==> src/rtl/vnode_pkg.sv <==
package vnode_pkg;
   typedef enum logic [2:0] {
      VN_IDLE    = 3'd0,
      VN_LOAD    = 3'd1,
      VN_RESTART = 3'd2,
      VN_ACCUM   = 3'd3,
      VN_EMIT    = 3'd4
   } vn_op_e;
endpackage

==> src/rtl/vn_min_select.sv <==
// Forms the signed check-to-variable contribution of one edge.
module vn_min_select #(
   parameter int LLR_W = 8,
   localparam int MAG_W = LLR_W - 1
) (
   input  logic                    sgn_prod,
   input  logic                    prev_sgn,
   input  logic [MAG_W-1:0]        prev_mag,
   input  logic [MAG_W-1:0]        min1,
   input  logic [MAG_W-1:0]        min2,
   output logic signed [LLR_W-1:0] c2v
);
   logic [MAG_W-1:0]        sel_mag;
   logic                    edge_neg;
   logic signed [LLR_W-1:0] pos_val;

   // own previous message was the minimum -> take the runner-up
   assign sel_mag  = (prev_mag == min1) ? min2 : min1;
   assign edge_neg = sgn_prod ^ prev_sgn;
   assign pos_val  = $signed({1'b0, sel_mag});
   assign c2v      = edge_neg ? -pos_val : pos_val;
endmodule

==> src/rtl/vn_sat_addsub.sv <==
// Adder/subtractor with symmetric clamp to +/-(2^(W-1)-1).
module vn_sat_addsub #(
   parameter int W = 8
) (
   input  logic signed [W-1:0] a,
   input  logic signed [W-1:0] b,
   input  logic                sub,
   output logic signed [W-1:0] y
);
   localparam logic signed [W:0] HI = {2'b00, {(W-1){1'b1}}};
   localparam logic signed [W:0] LO = {2'b11, {(W-2){1'b0}}, 1'b1};

   logic signed [W:0] a_x, b_x, s_x;

   always_comb begin
      a_x = {a[W-1], a};
      b_x = {b[W-1], b};
      s_x = sub ? (a_x - b_x) : (a_x + b_x);
      if (s_x > HI)      y = HI[W-1:0];
      else if (s_x < LO) y = LO[W-1:0];
      else               y = s_x[W-1:0];
   end
endmodule

==> src/rtl/vn_signmag.sv <==
// Two's complement to sign-magnitude; input must not be the most negative code.
module vn_signmag #(
   parameter int W = 8
) (
   input  logic signed [W-1:0] val,
   output logic                sgn,
   output logic [W-2:0]        mag
);
   logic signed [W-1:0] neg_v;
   assign neg_v = -val;
   assign sgn   = val[W-1];
   assign mag   = val[W-1] ? neg_v[W-2:0] : val[W-2:0];
endmodule

==> src/rtl/vnode_min_accum.sv <==
module vnode_min_accum
   import vnode_pkg::*;
#(
   parameter int LLR_W   = 8,
   parameter bit V2C_REG = 1'b1,
   localparam int MAG_W  = LLR_W - 1
) (
   input  logic             clk,
   input  logic             rst_n,
   input  logic [2:0]       op,
   input  logic [LLR_W-1:0] load_val,
   input  logic             sgn_prod,
   input  logic [MAG_W-1:0] min1,
   input  logic [MAG_W-1:0] min2,
   input  logic             prev_sgn,
   input  logic [MAG_W-1:0] prev_mag,
   output logic [LLR_W-1:0] post_llr,
   output logic             hard_bit,
   output logic             v2c_vld,
   output logic             v2c_sgn,
   output logic [MAG_W-1:0] v2c_mag
);
   localparam logic [LLR_W-1:0] MOST_NEG = {1'b1, {(LLR_W-1){1'b0}}};

   if (LLR_W < 3 || LLR_W > 32) begin : g_bad_width
      $error("vnode_min_accum: LLR_W must lie in 3..32");
   end

   logic signed [LLR_W-1:0] acc_q, prior_q;
   logic signed [LLR_W-1:0] c2v, acc_sum, v2c_tc, load_clip;
   logic                    sm_sgn;
   logic [MAG_W-1:0]        sm_mag;

   vn_min_select #(.LLR_W(LLR_W)) u_sel (
      .sgn_prod (sgn_prod),
      .prev_sgn (prev_sgn),
      .prev_mag (prev_mag),
      .min1     (min1),
      .min2     (min2),
      .c2v      (c2v)
   );

   vn_sat_addsub #(.W(LLR_W)) u_acc_add (
      .a   (acc_q),
      .b   (c2v),
      .sub (1'b0),
      .y   (acc_sum)
   );

   vn_sat_addsub #(.W(LLR_W)) u_ext_sub (
      .a   (acc_q),
      .b   (c2v),
      .sub (1'b1),
      .y   (v2c_tc)
   );

   // adding zero only clamps the most negative code
   vn_sat_addsub #(.W(LLR_W)) u_load_clip (
      .a   ($signed(load_val)),
      .b   ({LLR_W{1'b0}}),
      .sub (1'b0),
      .y   (load_clip)
   );

   vn_signmag #(.W(LLR_W)) u_sm (
      .val (v2c_tc),
      .sgn (sm_sgn),
      .mag (sm_mag)
   );

   always_ff @(posedge clk or negedge rst_n) begin
      if (!rst_n) begin
         acc_q   <= '0;
         prior_q <= '0;
      end else begin
         case (op)
            VN_LOAD: begin
               acc_q   <= load_clip;
               prior_q <= load_clip;
            end
            VN_RESTART: acc_q <= prior_q;
            VN_ACCUM:   acc_q <= acc_sum;
            default: ;
         endcase
      end
   end

   assign post_llr = acc_q;
   assign hard_bit = acc_q[LLR_W-1];

   if (V2C_REG) begin : g_v2c_reg
      always_ff @(posedge clk or negedge rst_n) begin
         if (!rst_n) begin
            v2c_vld <= 1'b0;
            v2c_sgn <= 1'b0;
            v2c_mag <= '0;
         end else begin
            v2c_vld <= (op == VN_EMIT);
            if (op == VN_EMIT) begin
               v2c_sgn <= sm_sgn;
               v2c_mag <= sm_mag;
            end
         end
      end

      AST_VLD_FROM_EMIT: assert property (@(posedge clk) disable iff (!rst_n)
         v2c_vld |-> ($past(op) == VN_EMIT));
      AST_NO_VLD_OTHER: assert property (@(posedge clk) disable iff (!rst_n)
         (op != VN_EMIT) |=> !v2c_vld);
   end else begin : g_v2c_comb
      assign v2c_vld = (op == VN_EMIT);
      assign v2c_sgn = sm_sgn;
      assign v2c_mag = sm_mag;
   end

   AST_NO_MOST_NEG: assert property (@(posedge clk) disable iff (!rst_n)
      post_llr != MOST_NEG);
   AST_ZERO_POSITIVE: assert property (@(posedge clk) disable iff (!rst_n)
      (v2c_vld && v2c_mag == '0) |-> !v2c_sgn);
   AST_EMIT_HOLDS_ACC: assert property (@(posedge clk) disable iff (!rst_n)
      (op == VN_EMIT) |=> $stable(post_llr));
   AST_IDLE_HOLDS: assert property (@(posedge clk) disable iff (!rst_n)
      (op == VN_IDLE || op > VN_EMIT) |=> $stable(post_llr));
   AST_RESTART_PRIOR: assert property (@(posedge clk) disable iff (!rst_n)
      (op == VN_RESTART) |=> $stable(prior_q));
   AST_HARD_SIGN: assert property (@(posedge clk) disable iff (!rst_n)
      hard_bit == ($signed(post_llr) < 0));
endmodule

==> config.mk <==
export PLATFORM = sky130hd
export DESIGN_NAME = vnode_min_accum
export DESIGN_NICKNAME = d
export VERILOG_FILES = /design/src/rtl/vnode_pkg.sv /design/src/rtl/vn_min_select.sv /design/src/rtl/vn_sat_addsub.sv /design/src/rtl/vn_signmag.sv /design/src/rtl/vnode_min_accum.sv
export SDC_FILE = /design/constraint.sdc
export NUM_CORES = 1
export LEC_CHECK = 0
export BUFFER_PORTS_ARGS = -buffer_cell sky130_fd_sc_hd__buf_2
export CAP_MARGIN = 20
export CORE_UTILIZATION = 50
export CTS_CLUSTER_DIAMETER = 200
export CTS_CLUSTER_SIZE = 10
export DETAILED_ROUTE_END_ITERATION = 10
export GPL_TIMING_DRIVEN = 1
export PLACE_DENSITY = 0.73
export SETUP_SLACK_MARGIN = 0.3
export SLEW_MARGIN = 5
export SYNTH_ARGS = -nofsm -noshare
export SYNTH_HDL_FRONTEND = slang
export SYNTH_SLANG_ARGS = --single-unit
==> constraint.sdc <==
create_clock -name clk -period 5.5 [get_ports clk]
set_clock_uncertainty 0.05 [all_clocks]
set_input_delay 1.1 -clock clk [delete_from_list [all_inputs] [get_ports clk]]
set_output_delay 1.1 -clock clk [all_outputs]
set_load 0.005 [all_outputs]
Yosys cells after proc, flatten, opt, wreduce, memory -nomap -nowiden
Index checks and enable logic that the tools add are counted.
{ "totals": {"ff_bits": 25, "inputBits": 36, "output_inout_bits": 18, "wordCells": 32} }
{ "classes": {"n_addsub": 4, "order_cmp": 6, "eq_ne": 5, "n_mux": 10, "bitwise_logic": 1, "n_reduce_logical": 1} }
{ "ops": {"columns": ["operator", "count"], "rows": [
  ["8-bit 2-to-1 mux", 7],
  ["8-bit case mux with 3 select lines", 1],
  ["9-bit by 8-bit > comparator with 1-bit output (second input constant)", 2],
  ["9-bit by 8-bit < comparator with 1-bit output (second input constant)", 2],
  ["7-bit 2-to-1 mux", 2],
  ["8-bit by 8-bit adder with 9-bit output", 1],
  ["8-bit by 8-bit subtractor with 9-bit output", 1],
  ["8-bit > comparator (second input constant)", 1],
  ["8-bit < comparator (second input constant)", 1],
  ["7-bit negation with 8-bit output", 1],
  ["7-bit == test", 1],
  ["7-bit negation", 1],
  ["3-bit by 2-bit == test with 1-bit output (second input constant)", 2],
  ["3-bit by 1-bit == test with 1-bit output (second input constant)", 1],
  ["3-bit == test (second input constant)", 1],
  ["3-bit nonzero test", 1],
  ["1-bit XOR", 1]
]} }

Longest topological paths before layout
{ "logic_depth": {"word_depth": 10, "ltp_mapped": 21, "mapped_depth_nobuf": 20} }

Modules after synthesis
From an unflattened synthesis, not the netlist that was laid out.
{ "hier_totals": {"hier_cells": 418, "area_unflattened_um2": 3637.2} }
{ "by_module_without_submodules": {"columns": ["module", "instances", "cells_per_inst", "area_per_inst_um2", "seq_area_each_um2"], "rows": [
  ["vn_sat_addsub at u_acc_add ...", 2, 85, 648.1, 0.0],
  ["vnode_min_accum", 1, 85, 1134.8, 625.6],
  ["vn_sat_addsub at u_load_clip", 1, 85, 650.6, 0.0],
  ["vn_min_select", 1, 58, 399.1, 0.0],
  ["vn_signmag", 1, 20, 156.4, 0.0]
]} }

Least setup slack after synthesis
Ideal clock, no wire load.
{ "synth_timing": {"kind": "input-to-reg", "from": "input port min1[1]", "to": "register v2c_mag[4]", "setup_ps": 130, "arrival_ps": 5047, "required_time_ps": 5320, "setup_slack_ps": 273, "path_stages": 20, "n_path_buf": 2, "path_cell_list": "xor2_2 nor4_4 mux2_4 inv_2 ha_1 o21a_1 nor2_1 xnor2_1 ha_1 buf_4 nor3_2 a211oi_1 a2bb2oi_1 xnor2_1 clkbuf_1 maj3_1 ha_1 or3_1 a21oi_1 o31ai_1"} }
{ "synth_between": {"elab_chain_len": 10, "word_cells_on_any_way": 11, "classes_between": "add/sub (3); order compare (2); eq/ne (1); mux (5)"} }
{ "synth_rtl": {"columns": ["item", "line_no", "text"], "rows": [
  ["from (decl)", "vnode_min_accum.sv:13", "input logic [MAG_W-1:0] min1,"],
  ["7-bit == test", "vn_min_select.sv:18", "assign sel_mag = (prev_mag == min1) ? min2 : min1;"],
  ["7-bit 2-to-1 mux *", "vn_min_select.sv:18", null],
  ["7-bit negation with 8-bit output", "vn_min_select.sv:21", "assign c2v = edge_neg ? -pos_val : pos_val;"],
  ["8-bit 2-to-1 mux *", "vn_min_select.sv:21", null],
  ["8-bit by 8-bit subtractor with 9-bit output *", "vn_sat_addsub.sv:18", "s_x = sub ? (a_x - b_x) : (a_x + b_x);"],
  ["9-bit by 8-bit < comparator with 1-bit output", "vn_sat_addsub.sv:20", "else if (s_x < LO) y = LO[W-1:0];"],
  ["8-bit 2-to-1 mux", "vn_sat_addsub.sv:20", null],
  ["8-bit 2-to-1 mux *", "vn_sat_addsub.sv:19", "if (s_x > HI) y = HI[W-1:0];"],
  ["7-bit negation", "vn_signmag.sv:10", "assign neg_v = -val;"],
  ["7-bit 2-to-1 mux *", "vn_signmag.sv:12", "assign mag = val[W-1] ? neg_v[W-2:0] : val[W-2:0];"],
  ["to (signal assigned)", "vnode_min_accum.sv:101", "v2c_mag <= sm_mag;"],
  ["to (decl)", "vnode_min_accum.sv:21", "output logic [MAG_W-1:0] v2c_mag"]
]} }
Every way passes the cells marked *; elsewhere a longest branch is shown, timed or not.
A chain may end at the register's enable or synchronous reset.

Worst setup path in the final report
{ "layout_timing": {"from": "input port min1[5]", "to": "register v2c_mag[4]"} }
The elaborated chain is that of the path after synthesis.

==> run_results.csv <==
group,metric,value,unit
min_path,hp-start,"v2c_sgn",
sta,post-route-period-util,92.4,%
synth,yosysUniqueCellTypes,74,
setup_path,crit_start,"min1[5]",
route,wl,7.03,mm
setup_path,crit_fanout,7,
finish,area_growth,27.0,%
floorplanning,core_area,5200,um^2
clocking,cts_buffer_depth,2,
global_route,grt_max_degree,26,
route,drt_iter0_drc,110,
floorplanning,rows,26,
placed_design,port-buffer-count,53,
setup_path,criticalPathCategory,"in -> reg",
synth,async_flop_share,100,%
min_path,hold_end,"v2c_sgn",
finish,utilization,66.8,%
setup_path,reg2reg_to,"v2c_mag[6]",
sta,setup_ws,0.416,ns
placed_design,post-place-ws,-0.0416,ns
global_route,grt_pass1_vias,2468,
min_path,whs_path_depth,2,
synth,ys_warn_count,0,
clocking,worstSkewPairLatency,0.27,ns
floorplanning,dieArea,5780,um^2
clocking,numCtsBuffers,3,
synth,ys_ff_latch,25,
setup_path,worstPathRequired,5.59,ns
clocking,cts_max_level,1,
floorplanning,initial_utilization,52.6,%
synth,syn_avg_cell_area,8.20,um^2
sta,timing.final.crit_period,5.08,ns
min_path,hold_path.class,"reg -> reg",
placed_design,dp_hpwl,5.46,mm
synth,seq_area_frac_synth,22.8,%
sta,hold_violations,0,
power_and_ir_drop,p_leak,0.00156,uW
route,ant_nets,0,
setup_path,cp-start-kind,"input pin",
finish,layout_commonest_cell,"buf_2",
setup_path,endpoint_kind,"flip-flop",
outcome,status,"complete, no violations",
clocking,cts_sinks,25,
setup_path,crit_arrival,5.18,ns
power_and_ir_drop,powerDensity,474,nW/um^2
setup_path,reg2reg_depth,15,
setup_path,reg2reg_slack,2.27,ns
placed_design,routabilityCongestion,0.919,
sta,setup_viol,0,
clocking,path_clk_slew,0.09,ns
job,drv_cap,0,
route,vias,2650,
route,viasPerCell,5.58,
synth,syn-cell-area,2740,um^2
clocking,postCtsHoldBufs,0,
finish,fin_area,3480,um^2
global_route,grt_pass1_wl,11.5,mm
synth,synthesis.instances,334,
route,drc_errors,0,
global_route,grt_antenna_before_repair,0,
setup_path,reg2reg_from,"post_llr[0]",
clocking,cts_tree,"done",
sta,worst_pin_slew,0.840,ns
synth,synth_edf_count,0,
sta,drv_slew,0,
finish,antenna_cells,0,
sta,setup_tns,0,ns
finish,final_cell_mix,"buf_2 (53), nand2_1 (35), o21ai_0 (28)",
power_and_ir_drop,ir_drop,306,uV
global_route,grt_overflow,0,
clocking,cts_root_buffer,"clkbuf_8",
synth,synth-main-ff-cell,"dfrtp_1",
floorplanning,io_pins,54,
finish,nNetsFinal,463,
floorplanning,die_w,76.0,um
sta,rsz0062_at_grt,"yes",
finish,drive_above_1_share,32.8,%
floorplanning,die_h,76.0,um
sta,max_freq,0.197,GHz
route,wl_per_cell,14.8,um
global_route,grt_use_total,24.1,%
sta,maxSlewHeadroom,43.9,%
synth,synthesis.nets,391,
route,drtPass1Iterations,4,
placed_design,place_area,3210,um^2
## layer usage
metal | vias up | part of all wire (%) | global-route usage, %
li1 | 1335 | - | -
met1 | 1265 | 47 | 33.0
met2 | 39 | 49 | 40.8
met3 | 11 | 2.0 | 2.99
met4 | 0 | 1.8 | 4.81
met5 | - | 0 | 0
## registers in the layout (all words and copies together), names as in the netlist
name / flops
prior_q: 8
v2c_mag: 7
post_llr: 8
v2c_sgn: 1
v2c_vld: 1
## worst max path at each step
stage / slack [ns] / depth (start not counted) / to
6_report: 0.42 / 21 / v2c_mag[4]
2_1_floorplan: 0.33 / 21 / v2c_mag[4]
4_1_cts: 0.35 / 19 / v2c_mag[4]
3_5_place_dp: -0.04 / 20 / v2c_mag[4]
5_1_grt: 0.25 / 21 / v2c_mag[4]
3_3_place_gp: 0.07 / 20 / v2c_mag[4]
## Yosys cell counts (5+ instances only)
cell type  instances  area share [%]
a21oi_1           16             2.9
clkbuf_1           8             1.1
dfrtp_1           25              23
ha_1              19             8.7
inv_1             19             2.6
mux2i_1            8             2.9
nand2_1           35             4.8
nand2b_1           9             2.1
nand3_1            6             1.1
nor2_1            23             3.2
nor2b_1           11             2.5
nor3_1             7             1.3
o21ai_0           28             5.1
o21ai_1            5            0.91
o31ai_1            5             1.4
xnor2_1           13             4.2
xor2_1             8             2.6
## worst max-delay path, stage by stage
cell      delay, ns
buf_2          0.13
xnor2_2        0.16
nand4_1        0.16
nor4_4         0.40
buf_4          0.18
buf_6          0.12
buf_4          0.12
nor3_1         0.04
o2111a_1       0.26
or2_4          0.26
xor2_2         0.19
ha_4           0.29
or3b_2         0.46
o211a_1        0.14
nand2_1        0.08
a311o_1        0.25
a21boi_2       0.10
ha_4           0.18
or3_4          0.32
a21oi_2        0.15
o31ai_2        0.08
## per-stage QoR
step | std cells | hold WS [ns] | total power, uW
after detailed placement | 459 | 0.413 | 1390
after CTS | 463 | 0.435 | 1510
final | 475 | 0.430 | 1650
after global routing | 475 | 0.451 | 1790
after floorplan | 334 | 0.400 | 1070
after global placement | 459 | 0.404 | 1370
## cell families (layout without fill, tap and decap cells)
group                    Yosys count  in the layout  synth area share (%)
XOR/XNOR                          23             23                  7.90
buffers and inverters             34            105                  5.57
AO/OA/AOI/OAI                    101            101                  26.2
AND/OR/NAND/NOR                  120            120                  23.5
multiplexers                       9              9                  3.47
flip-flops                        25             25                  22.8
adder cells (fa/ha/maj)           22             22                  10.5
## layout make-up
class / instances / area, um^2
multi-input cells: 275 / 2160
fillers: 422 / 1730
flip-flops and latches: 25 / 626
repair buffers: 81 / 479
well taps: 70 / 87.6
inverters: 20 / 77.6
clock buffers: 3 / 41.3
clock inverters: 1 / 5.00
## where the power goes
part / internal (uW) / leakage [uW] / switching (uW) / total [uW]
logic: 587 / 0.00123 / 654 / 1240
registers: 243 / 0.000309 / 54.8 / 297
clock network: 50.7 / 0.0000255 / 59.8 / 111
## timing repair
| action | in CTS | in global routing |
|---|---|---|
| setup buffers | 0 | 12 |
| endpoints found under the setup margin | 2 | 4 |
| resized for setup | 3 | 21 |
| pin swaps | 2 | 13 |
(Power assumes the default switching activity.)
